$ cat config.mk
export PLATFORM = sky130hd
export DESIGN_NAME = rail_seq
export DESIGN_NICKNAME = d
export VERILOG_FILES = /design/src/rtl/rail_seq.sv
export SDC_FILE = /design/constraint.sdc
export NUM_CORES = 1
export LEC_CHECK = 0
export BUFFER_PORTS_ARGS = -buffer_cell sky130_fd_sc_hd__buf_4
export CAP_MARGIN = 20
export CORE_UTILIZATION = 56
export CTS_BUF_LIST = sky130_fd_sc_hd__clkbuf_4
export DETAILED_ROUTE_END_ITERATION = 8
export PLACE_DENSITY = 0.74
export SETUP_SLACK_MARGIN = 0.2
export SYNTH_ARGS = -nofsm -noshare
export SYNTH_HDL_FRONTEND = slang
export SYNTH_SLANG_ARGS = --single-unit
$ cat constraint.sdc
create_clock -name clk -period 2.2 [get_ports clk]
set_input_delay 0.22 -clock clk [delete_from_list [all_inputs] [get_ports clk]]
set_output_delay 0.22 -clock clk [all_outputs]
set_load 0.02 [all_outputs]
$ cat src/rtl/rail_seq.sv
module rail_seq #(
  parameter int NEG_DLY_US = 8000,
  parameter int NEG_OK_US  = 16000,
  parameter int PERSIST_US = 3000
) (
  input  logic clk,
  input  logic rst_n,
  input  logic tick_us,
  input  logic en,
  input  logic uvlo,
  input  logic pos_good,
  input  logic pos_short,
  input  logic neg_short,
  input  logic neg_good,
  output logic pos_en,
  output logic neg_en,
  output logic soft_lim,
  output logic disconnect,
  output logic fault
);

  localparam int TW = $clog2(NEG_OK_US + 1);
  localparam int PW = $clog2(PERSIST_US + 1);
  localparam logic [TW-1:0] NEG_LAST = TW'(NEG_DLY_US - 1);
  localparam logic [TW-1:0] OK_LAST  = TW'(NEG_OK_US - 1);
  localparam logic [PW-1:0] PER_LAST = PW'(PERSIST_US - 1);

  typedef enum logic [2:0] {S_OFF, S_POS, S_NEG, S_RUN, S_FLT} state_t;

  state_t st;
  logic [TW-1:0] since_en;
  logic [PW-1:0] short_cnt;
  logic released;

  wire go      = en && !uvlo;
  wire shorted = pos_short || neg_short;

  always_ff @(posedge clk or negedge rst_n) begin
    if (!rst_n) begin
      st        <= S_OFF;
      since_en  <= '0;
      short_cnt <= '0;
      released  <= 1'b0;
    end else if (!go) begin
      st        <= S_OFF;
      since_en  <= '0;
      short_cnt <= '0;
      released  <= 1'b0;
    end else begin
      case (st)
        S_OFF: begin
          st       <= S_POS;
          since_en <= '0;
          released <= 1'b0;
        end
        S_POS: begin
          if (pos_good) released <= 1'b1;
          if (tick_us) begin
            since_en <= since_en + 1'b1;
            if (since_en == NEG_LAST)
              st <= (!pos_good || neg_short) ? S_FLT : S_NEG;
          end
        end
        S_NEG: begin
          if (tick_us) begin
            since_en <= since_en + 1'b1;
            if (since_en == OK_LAST)
              st <= neg_good ? S_RUN : S_FLT;
          end
        end
        S_RUN: begin
          if (!shorted) short_cnt <= '0;
          else if (tick_us) begin
            if (short_cnt == PER_LAST) st <= S_FLT;
            else short_cnt <= short_cnt + 1'b1;
          end
        end
        default: st <= S_FLT;
      endcase
    end
  end

  assign pos_en     = (st == S_POS) || (st == S_NEG) || (st == S_RUN);
  assign neg_en     = (st == S_NEG) || (st == S_RUN);
  assign soft_lim   = (st == S_POS) && !released;
  assign fault      = (st == S_FLT);
  assign disconnect = (st == S_OFF) || (st == S_FLT);

  assert_neg_needs_pos_R3: assert property (@(posedge clk) disable iff (!rst_n)
    neg_en |-> pos_en);

  assert_softlim_only_pos_R2: assert property (@(posedge clk) disable iff (!rst_n)
    soft_lim |-> (pos_en && !neg_en));

  assert_fault_isolates_R8: assert property (@(posedge clk) disable iff (!rst_n)
    fault |-> (!pos_en && !neg_en && disconnect));

  assert_fault_holds_R8: assert property (@(posedge clk) disable iff (!rst_n)
    (fault && en && !uvlo) |=> fault);

  assert_en_low_off_R9: assert property (@(posedge clk) disable iff (!rst_n)
    !en |=> (!pos_en && !fault && disconnect));

  assert_uvlo_off_R10: assert property (@(posedge clk) disable iff (!rst_n)
    uvlo |=> (!pos_en && !fault));

  assert_neg_on_tick_R3: assert property (@(posedge clk) disable iff (!rst_n)
    $rose(neg_en) |-> $past(tick_us));

  assert_run_fault_tick_R7: assert property (@(posedge clk) disable iff (!rst_n)
    ($rose(fault) && $past(neg_en)) |-> $past(tick_us));

endmodule

==> metrics.cfg <==
[run_status]
outcome=completed

[power_and_ir_drop]
power.leakage_uw=0.0008874
p_per_area_mw_per_mm2=469.1
ir_drop_mv=0.3445
power_uw=1027

[sta]
hold_viol_final=0
max_slew_margin_pct=61.59
rsz0062_at_grt=yes
final.period_utilization_pct=90.35
worst_pin_slew_ns=0.5687
setup_ws_ns=0.2124
maxSlewViolCount=0
fin_crit_ns=1.988
max_freq_mhz=503.1
tns_ns=0
setup_viol=0
clock_skew_ns=0.01789

[cts]
cts.path.max_buffers=2
cts_buffers=5
clk_latency_ns=0.35
path_clk_slew_ns=0.10
cts_root_buf=clkbuf_4
clkSinkCount=30
htreeDepth=2
tritoncts=built

[synthesis]
synthCells=206
yosysMostFrequentCell=nor2_1
synth_top_area_share_pct=40.76
synthTopCellsByCount=nor2_1 (32), dfrtp_1 (30), nand2_1 (14)
synthDistinctLibCells=48
synth_edf_count=0
synthArstFlopShare_pct=100.0
synth_top_cell_by_area=dfrtp_1
ys_top_cells_by_area=dfrtp_1 (41%), nor2_1 (6.5%), xnor2_1 (3.3%)
yosysSeqAreaShare_pct=40.76
avgSynthCellArea_sq_um=8.941
ys.flop_type=dfrtp_1
synth.cell_area_sq_mm=0.001842
synth_nets=217
ys_ff_latch=30
ys.warnings.count=0

[final_layout]
final_nets=246
final_area_sq_mm=0.002190
area_growth_pct=18.89
n_antenna_cell=0
layout-drive-gt1-share_pct=21.19

[global_routing]
grt_use_met2_pct=40.77
grt_pass1_vias=1516
met3_usage_pct=6.769
gr-usage-all-layers_pct=28.36
grt_max_degree=31
grt_overflow=0
grt_antenna_before_repair=0
grt_pass1_wl_microns=7217
use_met1_pct=40.95
grt_busiest_layer=met1

[critical_path]
critPathKind=reg2reg
crit_slowest_cell=or4b_4
cp_max_fo=3
crit_path_max_incr_delay_ns=0.54
path_delay_family=simple AND/OR/NAND/NOR gates
cp-end-kind=flop
crit_buf_inv=0
critical_path_arrival_ns=2.20
path_cells=or4b_4 -> nor3_4 -> a211oi_2 -> nor4_4 -> mux2_1
worst_setup_path_start_kind=flop
worst_ep_required_time_ns=2.42

[place]
place.gp.congestion=0.8740
numPortBuffers=13
place_hpwl_microns=3136
place_area_sq_mm=0.002043
dp_slack_ns=0.1491

[routing]
ant_nets=0
drc=0
vias=1693
postRouteWirelength_microns=4529
drt-vias-per-instance=6.046
drt-initial-drc-count=201
wl_per_cell_microns=16.18
dr.pass1.iters=4

[die]
die_y_microns=59.35
start_util_pct=59.84
io_pins=14
core_sq_mm=0.003078
dieArea_sq_mm=0.003522
fp-row-count=20
die_w_microns=59.35

[worst_hold_path]
hp-class=in2reg

[run]
maxCapViolCount=0

stage by stage:
step	instances	hold slack [ns]	util [%]
2_1_floorplan	206	-0.07559	-
3_3_place_gp	265	0.1662	66.38
3_5_place_dp	265	0.1709	66.38
4_1_cts	276	0.2031	68.94
5_1_grt	280	0.2149	71.14
6_report	280	0.2277	71.14
routing by layer:
layer  wire length, microns  vias up  part of all wire [%]
met4                     62        0                   1.4
li1                       -      828                     -
met2                   2069       51                    46
met3                    235        7                   5.2
met1                   2161      807                    48
met5                      0        -                     0
worst min-delay path, delay by kind of cell:
kind                   cells  cell delay (ns)
AOI/OAI and AO/OA          1             0.05
buffers and inverters      1             0.17
and+or+nand+nor            1             0.08
repair_timing:
action	in CTS	in global routing
buffers inserted	2	4
hold endpoints to repair	30	0
setup endpoints to repair	5	6
pin swaps	1	3
hold buffers	1	0
resized for setup	1	8
report_power, final:
| group | leakage [uW] | internal [uW] | switching (uW) |
|---|---|---|---|
| logic | 0.000444 | 65.4 | 88.9 |
| clock network | 0.0000277 | 113 | 191 |
| registers | 0.000416 | 556 | 12.5 |
| total | 0.000887 | 735 | 292 |
sequential cells by signal, summed over array words and instances, names as in the netlist:
signal	cells
since_en	14
st	3
released	1
short_cnt	12
path summary, 6_finish.rpt:
check	to	startpoint	cells after the start	slack (ns)
hold reg to reg	since_en[10]	since_en[10]	1	0.50
setup reg to reg	st[0]	short_cnt[10]	5	0.21
max in group asynchronous	since_en[8]	rst_n	2	1.56
hold / removal	since_en[12]	tick_us	3	0.23
min in group asynchronous	short_cnt[11]	rst_n	2	0.34
setup / recovery	st[0]	short_cnt[10]	5	0.21
cell usage in the layout, fill, tap and decap left out, drive strengths merged, types with 3 or more instances in the layout:
cell and instances:
nor2 32, dfrtp 30, buf 29, o21ai 16
nand2 14, nand3 9, o31ai 7, xnor2 7
nor3 7, a21oi 6, nand4 6, clkbuf 5
nor4 5, nand2b 4, o41ai 4, a31oi 4
and2 3, o21bai 3, and3 3, nand4b 3
xor2 3, clkinv 3, a211oi 3, or3 3
cells by family after synthesis:
logic type      Yosys count  share of synthesized area [%]
simple gates            100                          30.64
compound gates           52                          19.16
flops                    30                          40.76
xor+xnor                 10                          4.756
buf+inv                  10                          2.106
mux                       2                          1.223
fa+ha+maj                 2                          1.358
cell type report:
class                           count  area, sq um
Multi-Input combinational cell    166         1099
Fill cell                         268        888.4
Sequential cell                    30        752.0
Timing Repair Buffer               30        227.7
Tap cell                           44        55.05
Clock buffer                        5        37.54
Clock inverter                      3        11.26
Inverter                            2        7.507
Note: power is estimated with default switching activity, not from simulation.
